### config.mk
export PLATFORM = sky130hd
export DESIGN_NAME = mdm_ctl_stat
export DESIGN_NICKNAME = d
export VERILOG_FILES = /design/src/rtl/mdm_pkg.sv /design/src/rtl/mdm_sync.sv /design/src/rtl/mdm_ctl_reg.sv /design/src/rtl/mdm_delta.sv /design/src/rtl/mdm_ctl_stat.sv
export SDC_FILE = /design/constraint.sdc
export NUM_CORES = 1
export LEC_CHECK = 0
export ABC_AREA = 0
export BUFFER_PORTS_ARGS = -buffer_cell sky130_fd_sc_hd__buf_4
export CAP_MARGIN = 20
export CELL_PAD_IN_SITES_DETAIL_PLACEMENT = 2
export CELL_PAD_IN_SITES_GLOBAL_PLACEMENT = 2
export CORE_ASPECT_RATIO = 1.4
export CORE_MARGIN = 3
export CORE_UTILIZATION = 37
export CTS_BUF_LIST = sky130_fd_sc_hd__clkbuf_4 sky130_fd_sc_hd__clkbuf_8
export CTS_CLUSTER_DIAMETER = 200
export DETAILED_ROUTE_END_ITERATION = 16
export GPL_ROUTABILITY_DRIVEN = 1
export PLACE_DENSITY_LB_ADDON = 0.25
export REMOVE_ABC_BUFFERS = 1
export SLEW_MARGIN = 30
export SYNTH_ARGS = -nofsm -noshare
export SYNTH_HDL_FRONTEND = slang
export SYNTH_SLANG_ARGS = --single-unit
### constraint.sdc
create_clock -name clk -period 3.64 [get_ports clk]
set_input_delay 0.91 -clock clk [delete_from_list [all_inputs] [get_ports clk]]
set_output_delay 0.91 -clock clk [all_outputs]
set_load 0.01 [all_outputs]
### src/rtl/mdm_pkg.sv
package mdm_pkg;
    // Line index order shared by level and change-flag fields.
    localparam int LINE_N  = 4;
    localparam int LN_CTS  = 0;
    localparam int LN_DSR  = 1;
    localparam int LN_RI   = 2;
    localparam int LN_DCD  = 3;

    // Control byte fields.
    localparam int CTL_W    = 5;
    localparam int CB_DTR   = 0;
    localparam int CB_RTS   = 1;
    localparam int CB_OUT1  = 2;
    localparam int CB_IRQEN = 3;
    localparam int CB_LOOP  = 4;

    localparam logic ADDR_CTL  = 1'b0;
    localparam logic ADDR_STAT = 1'b1;

    typedef enum logic {
        ST_SETTLE = 1'b0,
        ST_TRACK  = 1'b1
    } trk_state_e;
endpackage

### src/rtl/mdm_sync.sv
module mdm_sync #(
    parameter int WIDTH  = 4,
    parameter int STAGES = 2
) (
    input  logic             clk,
    input  logic             rst_n,
    input  logic [WIDTH-1:0] async_i,
    output logic [WIDTH-1:0] sync_o
);
    genvar gi;
    generate
        for (gi = 0; gi < WIDTH; gi++) begin : g_line
            logic [STAGES-1:0] chain_q;
            always_ff @(posedge clk or negedge rst_n) begin
                if (!rst_n) chain_q <= '0;
                else        chain_q <= {chain_q[STAGES-2:0], async_i[gi]};
            end
            assign sync_o[gi] = chain_q[STAGES-1];
        end
    endgenerate
endmodule

### src/rtl/mdm_ctl_reg.sv
module mdm_ctl_reg
    import mdm_pkg::*;
(
    input  logic              clk,
    input  logic              rst_n,
    input  logic              wr_i,
    input  logic [CTL_W-1:0]  wdata_i,
    output logic [CTL_W-1:0]  ctl_o,
    output logic [LINE_N-1:0] loop_lvl_o,
    output logic              dtr_o,
    output logic              rts_o,
    output logic              out1_o,
    output logic              irq_en_o,
    output logic              loop_o
);
    logic [CTL_W-1:0] ctl_q;

    always_ff @(posedge clk or negedge rst_n) begin
        if (!rst_n)    ctl_q <= '0;
        else if (wr_i) ctl_q <= wdata_i;
    end

    assign loop_o   = ctl_q[CB_LOOP];
    assign dtr_o    = ctl_q[CB_DTR]  & ~ctl_q[CB_LOOP];
    assign rts_o    = ctl_q[CB_RTS]  & ~ctl_q[CB_LOOP];
    assign out1_o   = ctl_q[CB_OUT1] & ~ctl_q[CB_LOOP];
    assign irq_en_o = ctl_q[CB_IRQEN];

    // Internal crossover used in loopback mode.
    always_comb begin
        loop_lvl_o         = '0;
        loop_lvl_o[LN_CTS] = ctl_q[CB_RTS];
        loop_lvl_o[LN_DSR] = ctl_q[CB_DTR];
        loop_lvl_o[LN_RI]  = ctl_q[CB_OUT1];
        loop_lvl_o[LN_DCD] = ctl_q[CB_IRQEN];
    end

    assign ctl_o = ctl_q;
endmodule

### src/rtl/mdm_delta.sv
module mdm_delta
    import mdm_pkg::*;
#(
    parameter int SYNC_STAGES = 2
) (
    input  logic              clk,
    input  logic              rst_n,
    input  logic [LINE_N-1:0] lvl_i,
    input  logic              clr_i,
    output logic [LINE_N-1:0] delta_o,
    output logic [LINE_N-1:0] prev_o,
    output logic              settling_o
);
    localparam int SETTLE_CYC = SYNC_STAGES + 1;
    localparam int CNT_W      = $clog2(SETTLE_CYC + 1);

    trk_state_e        state_q, state_d;
    logic [CNT_W-1:0]  cnt_q;
    logic [LINE_N-1:0] prev_q;
    logic [LINE_N-1:0] delta_q;
    logic [LINE_N-1:0] set_v;
    logic              arm;

    // State register and settle counter.
    always_ff @(posedge clk or negedge rst_n) begin
        if (!rst_n) begin
            state_q <= ST_SETTLE;
            cnt_q   <= '0;
        end else begin
            state_q <= state_d;
            if (state_q == ST_SETTLE) cnt_q <= cnt_q + 1'b1;
        end
    end

    // Next-state logic.
    always_comb begin
        state_d = state_q;
        unique case (state_q)
            ST_SETTLE: if (cnt_q == CNT_W'(SETTLE_CYC - 1)) state_d = ST_TRACK;
            ST_TRACK:  state_d = ST_TRACK;
            default:   state_d = ST_SETTLE;
        endcase
    end

    // Outputs of the state machine: which changes may be recorded.
    always_comb begin
        arm           = (state_q == ST_TRACK);
        set_v         = '0;
        set_v[LN_CTS] = arm & (lvl_i[LN_CTS] ^ prev_q[LN_CTS]);
        set_v[LN_DSR] = arm & (lvl_i[LN_DSR] ^ prev_q[LN_DSR]);
        set_v[LN_RI]  = arm & prev_q[LN_RI] & ~lvl_i[LN_RI];
        set_v[LN_DCD] = arm & (lvl_i[LN_DCD] ^ prev_q[LN_DCD]);
    end

    always_ff @(posedge clk or negedge rst_n) begin
        if (!rst_n) begin
            prev_q  <= '0;
            delta_q <= '0;
        end else begin
            prev_q  <= lvl_i;
            delta_q <= (clr_i ? '0 : delta_q) | set_v;
        end
    end

    assign delta_o    = delta_q;
    assign prev_o     = prev_q;
    assign settling_o = (state_q == ST_SETTLE);
endmodule

### src/rtl/mdm_ctl_stat.sv
module mdm_ctl_stat
    import mdm_pkg::*;
#(
    parameter int SYNC_STAGES = 2
) (
    input  logic       clk,
    input  logic       rst_n,
    input  logic       host_addr,
    input  logic       host_wr,
    input  logic       host_rd,
    input  logic [7:0] host_wdata,
    output logic [7:0] host_rdata,
    input  logic       cts_i,
    input  logic       dsr_i,
    input  logic       ri_i,
    input  logic       dcd_i,
    output logic       dtr_o,
    output logic       rts_o,
    output logic       out1_o,
    output logic       irq_en_o,
    output logic       msi_o
);
    logic [CTL_W-1:0]  ctl_q;
    logic [LINE_N-1:0] ext_raw, ext_sync, loop_lvl, lvl, lvl_prev, delta_q;
    logic              loop_on, settling, stat_rd, ctl_wr;
    logic              unused_wdata_hi;

    assign unused_wdata_hi = ^host_wdata[7:CTL_W];
    assign ctl_wr  = host_wr & (host_addr == ADDR_CTL);
    assign stat_rd = host_rd & (host_addr == ADDR_STAT);

    always_comb begin
        ext_raw         = '0;
        ext_raw[LN_CTS] = cts_i;
        ext_raw[LN_DSR] = dsr_i;
        ext_raw[LN_RI]  = ri_i;
        ext_raw[LN_DCD] = dcd_i;
    end

    mdm_ctl_reg u_ctl (
        .clk        (clk),
        .rst_n      (rst_n),
        .wr_i       (ctl_wr),
        .wdata_i    (host_wdata[CTL_W-1:0]),
        .ctl_o      (ctl_q),
        .loop_lvl_o (loop_lvl),
        .dtr_o      (dtr_o),
        .rts_o      (rts_o),
        .out1_o     (out1_o),
        .irq_en_o   (irq_en_o),
        .loop_o     (loop_on)
    );

    mdm_sync #(.WIDTH(LINE_N), .STAGES(SYNC_STAGES)) u_sync (
        .clk     (clk),
        .rst_n   (rst_n),
        .async_i (ext_raw),
        .sync_o  (ext_sync)
    );

    assign lvl = loop_on ? loop_lvl : ext_sync;

    mdm_delta #(.SYNC_STAGES(SYNC_STAGES)) u_delta (
        .clk        (clk),
        .rst_n      (rst_n),
        .lvl_i      (lvl),
        .clr_i      (stat_rd),
        .delta_o    (delta_q),
        .prev_o     (lvl_prev),
        .settling_o (settling)
    );

    assign msi_o      = |delta_q;
    assign host_rdata = (host_addr == ADDR_STAT) ? {lvl, delta_q}
                                                 : {{(8-CTL_W){1'b0}}, ctl_q};
endmodule

==> results of run 1 <==
-- state kept, by name (all words and copies together), names as in the netlist --
register / flops
u_delta.delta_o: 4
u_sync.g_line.chain_q: 8
u_delta.prev_o: 4
u_delta.cnt_q: 2
u_delta.arm: 1
u_ctl.ctl_o: 5
-- where the power goes --
group / switching [W] / internal, W / total (W)
Clock: 0.0000781 / 0.000111 / 0.000189
Combinational: 0.0000543 / 0.0000847 / 0.000139
Sequential: 0.0000292 / 0.000298 / 0.000327
Total: 0.000162 / 0.000494 / 0.000655
-- worst min path at each step --
stage                                               start                                     to  cells past startpoint
global route        u_sync.g_line[1].chain_q[0]$_DFF_PN0_  u_sync.g_line[1].chain_q[1]$_DFF_PN0_                      0
CTS                 u_sync.g_line[3].chain_q[0]$_DFF_PN0_  u_sync.g_line[3].chain_q[1]$_DFF_PN0_                      0
floorplan           u_sync.g_line[0].chain_q[0]$_DFF_PN0_  u_sync.g_line[0].chain_q[1]$_DFF_PN0_                      0
finish              u_sync.g_line[3].chain_q[0]$_DFF_PN0_  u_sync.g_line[3].chain_q[1]$_DFF_PN0_                      0
detailed placement  u_sync.g_line[3].chain_q[0]$_DFF_PN0_  u_sync.g_line[3].chain_q[1]$_DFF_PN0_                      0
global placement    u_sync.g_line[1].chain_q[0]$_DFF_PN0_  u_sync.g_line[1].chain_q[1]$_DFF_PN0_                      0
-- layer usage --
layer  up-vias  routed length [µm]  GRT usage [%]
met5         -                   0              0
met2        22                1020           24.7
met3         4                 110           3.13
met4         0                  35           6.23
li1        278                   -              -
met1       298                 801           17.2
-- layout make-up --
class | instances | area [µm²] | share of cell area, %
clock buffers | 3 | 22.5 | 1.81
multi-input cells | 36 | 337 | 27.0
inverters | 5 | 18.8 | 1.51
clock inverters | 1 | 30.0 | 2.41
repair buffers | 26 | 195 | 15.7
well taps | 34 | 42.5 | 3.41
flip-flops and latches | 24 | 601 | 48.2
-- critical path, stage by stage (launching register included) --
cell and delay (ps):
dfrtp_1 640, mux2i_2 340, and2b_2 250, buf_4 140
-- per-stage QoR --
step           setup slack [ps]  instance area (µm²)  hold WS (ps)  std cells
6_report                   1050                 1250           362        129
5_1_grt                     980                 1250           374        129
4_1_cts                    1010                 1250           367        129
3_5_place_dp               1160                 1190           336        125
3_3_place_gp               1160                 1190           332        125
2_1_floorplan              1480                  956           331         65
-- cell families (layout without fill, tap and decap cells) --
family,Yosys count,count (layout),synth area share [%]
flops,24,24,61.5
mux,13,13,16.5
simple gates,12,12,8.33
buf+inv,8,35,3.97
compound gates,6,6,4.74
xor+xnor,4,4,3.59
fa+ha+maj,1,1,1.28
-- synthesized netlist by cell type --
cell,instances
nand2_1,2
or4_1,1
inv_1,5
clkbuf_1,1
ha_1,1
a22o_1,3
or2_2,1
o21ai_0,1
mux2i_4,1
a21oi_1,1
xnor2_1,4
buf_2,1
mux2i_2,2
dfrtp_1,24
buf_6,1
a32o_1,1
nor2_1,1
mux2_2,9
mux2i_1,1
nor2b_1,2
and2b_2,5
==> impl_metrics.env, run 1 <==
export IMPL_status="complete, no violations"
export IMPL_r2r_end="u_delta.delta_o[3]$_DFF_PN0_"
export IMPL_cp_required_ps=2730
export IMPL_cts_tree="yes"
export IMPL_hold_buffers=0
export IMPL_hold_violations=0
export IMPL_vias=602
export IMPL_grt_pass1_wl_mm=3.42
export IMPL_setup_viol=0
export IMPL_grt_pass1_vias=696
export IMPL_maxSlewHeadroom_pct=69.9
export IMPL_place_gp_congestion=0.674
export IMPL_crit_fanout=9
export IMPL_avgRoutedWirePerCell_um=15.3
export IMPL_ys_ff_latch=24
export IMPL_first_iter_violations=10
export IMPL_final_net_count=114
export IMPL_pin_count=30
export IMPL_reg2regPathDepth=3
export IMPL_rrSetupSlack_ps=2290
export IMPL_clk_pin_slew_ps=120
export IMPL_critPathKind="reg2out"
export IMPL_peakVddDrop_mv=0.309
export IMPL_worstSetupStartpointType="flip-flop"
export IMPL_finalPower_w=0.000655
export IMPL_area_growth_pct=27.7
export IMPL_viasPerCell=4.67
export IMPL_clock_skew_ps=3.04
export IMPL_drtAntennaViolNets=0
export IMPL_grt_overflow=0
export IMPL_clock_path_buffers=2
export IMPL_ys_types=21
export IMPL_syn_cell_area_um2=976
export IMPL_post_route_min_period_ps=2590
export IMPL_grt_max_degree=25
export IMPL_antenna_cells=0
export IMPL_tns_ps=0
export IMPL_yosys_warnings=0
export IMPL_endpoint_kind="output port"
export IMPL_slew_violations=0
export IMPL_clock_sinks=24
export IMPL_cts_resized=0
export IMPL_cts_buffers=3
export IMPL_h_tree_depth=1
export IMPL_ys_seq_area_share_pct=61.5
export IMPL_die_width_um=49.4
export IMPL_wirelength_mm=1.97
export IMPL_fillers=243
export IMPL_die_h_um=66.8
export IMPL_synth_top_cell_by_area="dfrtp_1"
export IMPL_setup_worst_path_end="host_rdata[7]"
export IMPL_insertion_delay_ps=310
export IMPL_initial_core_util_pct=39.9
export IMPL_utilization_pct=51.0
export IMPL_fmax_mhz=386
export IMPL_coreArea_um2=2440
export IMPL_port_buffers=26
export IMPL_dr_pass1_iters=4
export IMPL_post_cts_buffers=0
export IMPL_synth_top_area_share_pct=61.5
export IMPL_root_buffer="clkbuf_4"
export IMPL_layout_common_cells="buf_4 (26), dfrtp_1 (24), mux2_2 (9), inv_1 (5), and2b_2 (5)"
export IMPL_syn_inst=68
export IMPL_worst_slew_pin_slew_ps=451
export IMPL_grt_usage_pct=14.3
export IMPL_avgSynthCellArea_um2=14.4
export IMPL_dpl_hpwl_mm=1.41
export IMPL_num_rows=21
export IMPL_post_route_drc_count=0
export IMPL_antenna_found_initial=0
export IMPL_final_common_cell="buf_4"
export IMPL_p_leak_nw=0.577
export IMPL_crit_arrival_ps=1680
export IMPL_power_density_nw_per_um2=526
export IMPL_maxCapViolCount=0
export IMPL_period_share_pct=71.2
export IMPL_r2r_start="u_ctl.ctl_o[4]$_DFFE_PN0P_"
export IMPL_drive_gt1_share_pct=50.5
export IMPL_rsz0062_at_grt="no"
export IMPL_cp_startpoint="u_ctl.ctl_o[4]$_DFFE_PN0P_"
export IMPL_synthTopCellsByArea="dfrtp_1 (62%), mux2_2 (10%), and2b_2 (4.5%)"
export IMPL_dieArea_um2=3300
export IMPL_hold_path_class="reg2reg"
(Power assumes the default switching activity.)
==> run 2, diff against run 1 <==
--- a/config.mk
+++ b/config.mk
@@ -12,7 +12,7 @@
 export CELL_PAD_IN_SITES_GLOBAL_PLACEMENT = 2
 export CORE_ASPECT_RATIO = 1.4
 export CORE_MARGIN = 3
-export CORE_UTILIZATION = 37
+export CORE_UTILIZATION = 31
 export CTS_BUF_LIST = sky130_fd_sc_hd__clkbuf_4 sky130_fd_sc_hd__clkbuf_8
 export CTS_CLUSTER_DIAMETER = 200
 export DETAILED_ROUTE_END_ITERATION = 16
==> constraint.sdc (replaced) <==
create_clock -name clk -period 2.1 [get_ports clk]
set_input_delay 0.525 -clock clk [delete_from_list [all_inputs] [get_ports clk]]
set_output_delay 0.525 -clock clk [all_outputs]
set_load 0.01 [all_outputs]
==> impl_metrics.env, run 2 (synthesis results as in run 1) <==
export IMPL_status="complete, no violations"
export IMPL_antenna_found_initial=0
export IMPL_peakVddDrop_mv=0.479
export IMPL_cp_startpoint="u_ctl.ctl_o[4]$_DFFE_PN0P_"
export IMPL_viasPerCell=4.50
export IMPL_critPathKind="reg2out"
export IMPL_cp_required_ps=1570
export IMPL_fmax_mhz=501
export IMPL_crit_fanout=9
export IMPL_crit_buf_inv=1
export IMPL_insertion_delay_ps=260
export IMPL_hold_violations=0
export IMPL_layout_common_cells="buf_4 (26), dfrtp_1 (23), mux2_2 (9), inv_1 (5), and2b_2 (5)"
export IMPL_clk_pin_slew_ps=80
export IMPL_dp_cells=128
export IMPL_grt_max_degree=25
export IMPL_slew_violations=0
export IMPL_root_buffer="clkbuf_8"
export IMPL_crit_family="flip-flops"
export IMPL_maxSlewHeadroom_pct=67.1
export IMPL_drtAntennaViolNets=0
export IMPL_r2r_start="u_ctl.ctl_o[4]$_DFFE_PN0P_"
export IMPL_worst_slew_pin_slew_ps=493
export IMPL_power_internal_w=0.000831
export IMPL_fillers=327
export IMPL_final_net_count=114
export IMPL_stdcell_count=132
export IMPL_wirelength_mm=1.94
export IMPL_power_density_nw_per_um2=884
export IMPL_p_leak_nw=0.577
export IMPL_maxCapViolCount=0
export IMPL_antenna_cells=0
export IMPL_multi_input_area_um2=337
export IMPL_worstSetupStartpointType="flip-flop"
export IMPL_coreArea_um2=2940
export IMPL_vias=594
export IMPL_p_switching_w=0.000277
export IMPL_dr_pass1_iters=2
export IMPL_pin_count=30
export IMPL_first_iter_violations=5
export IMPL_grt_pass1_vias=689
export IMPL_rsz0062_at_grt="no"
export IMPL_crit_path_cell_trace="mux2i_2 > and2b_2 > buf_4"
export IMPL_num_rows=23
export IMPL_post_route_drc_count=0
export IMPL_sw_frac_of_total_pct=25.0
export IMPL_period_share_pct=95.0
export IMPL_crit_arrival_ps=1470
export IMPL_h_tree_depth=1
export IMPL_grt_pass1_wl_mm=3.39
export IMPL_cts_tree="yes"
export IMPL_tns_ps=0
export IMPL_largest_register_ffs=8
export IMPL_clock_path_buffers=2
export IMPL_post_route_min_period_ps=2000
export IMPL_port_buffers=26
export IMPL_dpl_hpwl_mm=1.52
export IMPL_drive_gt1_share_pct=51.6
export IMPL_top_register="u_sync.g_line.chain_q"
export IMPL_avgRoutedWirePerCell_um=14.7
export IMPL_max_stage_delay_ps=520
export IMPL_clock_power_share_pct=27.2
export IMPL_endpoint_kind="output port"
export IMPL_clock_skew_ps=1.73
export IMPL_dieArea_um2=3870
export IMPL_grt_usage_pct=12.1
export IMPL_clock_sinks=24
export IMPL_hold_path_class="in2async"
export IMPL_final_common_cell="buf_4"
export IMPL_setup_viol=0
export IMPL_die_h_um=72.4
export IMPL_register_area_um2=602
export IMPL_initial_core_util_pct=33.2
export IMPL_cts_buffers=3
export IMPL_die_width_um=53.4
export IMPL_pwr_share_comb_pct=21.5
export IMPL_p_seq_share_pct=51.3
export IMPL_cpMaxStageDelayCell="dfrtp_2"
export IMPL_area_growth_pct=28.5
export IMPL_grt_overflow=0
export IMPL_place_gp_congestion=0.668
run 2: final cells by class:
class,count,area share [%]
sequential,24,48.0
multi-input combinational,36,26.8
timing repair buffer,26,15.6
clock buffer,4,4.39
tap,37,3.69
inverter,5,1.50
run 2: stage by stage:
stage	total power, W	utilization, %	cell area (µm²)	worst slack (ps)	hold WS [ps]
2_1_floorplan	0.000699	-	956	492	229
3_3_place_gp	0.000812	40.8	1200	246	332
3_5_place_dp	0.000825	40.8	1200	227	337
4_1_cts	0.00113	42.7	1250	67.2	147
5_1_grt	0.00118	42.7	1250	26.5	147
6_report	0.00111	42.7	1250	104	147
run 2: routing by layer:
| layer | wire length (µm) | GRT usage (%) |
|---|---|---|
| met1 | 711 | 14.7 |
| met2 | 1130 | 19.6 |
| met3 | 77 | 2.67 |
| met4 | 17 | 5.97 |
| met5 | 0 | 0 |
run 2: power by group through the flow:
stage	Clock, W	Combinational, W	Sequential [W]
CTS	0.000315	0.000245	0.000572
finish	0.000301	0.000238	0.000568
detailed placement	0	0.000245	0.000580
global route	0.000338	0.000263	0.000580
floorplan	0	0.000137	0.000562
global placement	0	0.000238	0.000574
run 2: worst paths after layout:
kind                                                    endpoint  slack (ps)  cells past startpoint
min in group clk           u_sync.g_line[2].chain_q[1]$_DFF_PN0_         350                      0
min                                 u_delta.cnt_q[0]$_DFFE_PN0N_         150                      1
max                                                host_rdata[5]         100                      3
max in group asynchronous             u_ctl.ctl_o[4]$_DFFE_PN0P_        1700                      1
max reg2reg                         u_delta.delta_o[1]$_DFF_PN0_         890                      3
min reg2reg                u_sync.g_line[2].chain_q[1]$_DFF_PN0_         350                      0
run 2: what timing repair did:
action                     CTS  global route
hold buffers                 0             0
resized for setup            1             0
setup endpoints to repair    2             0
setup buffers                0             0
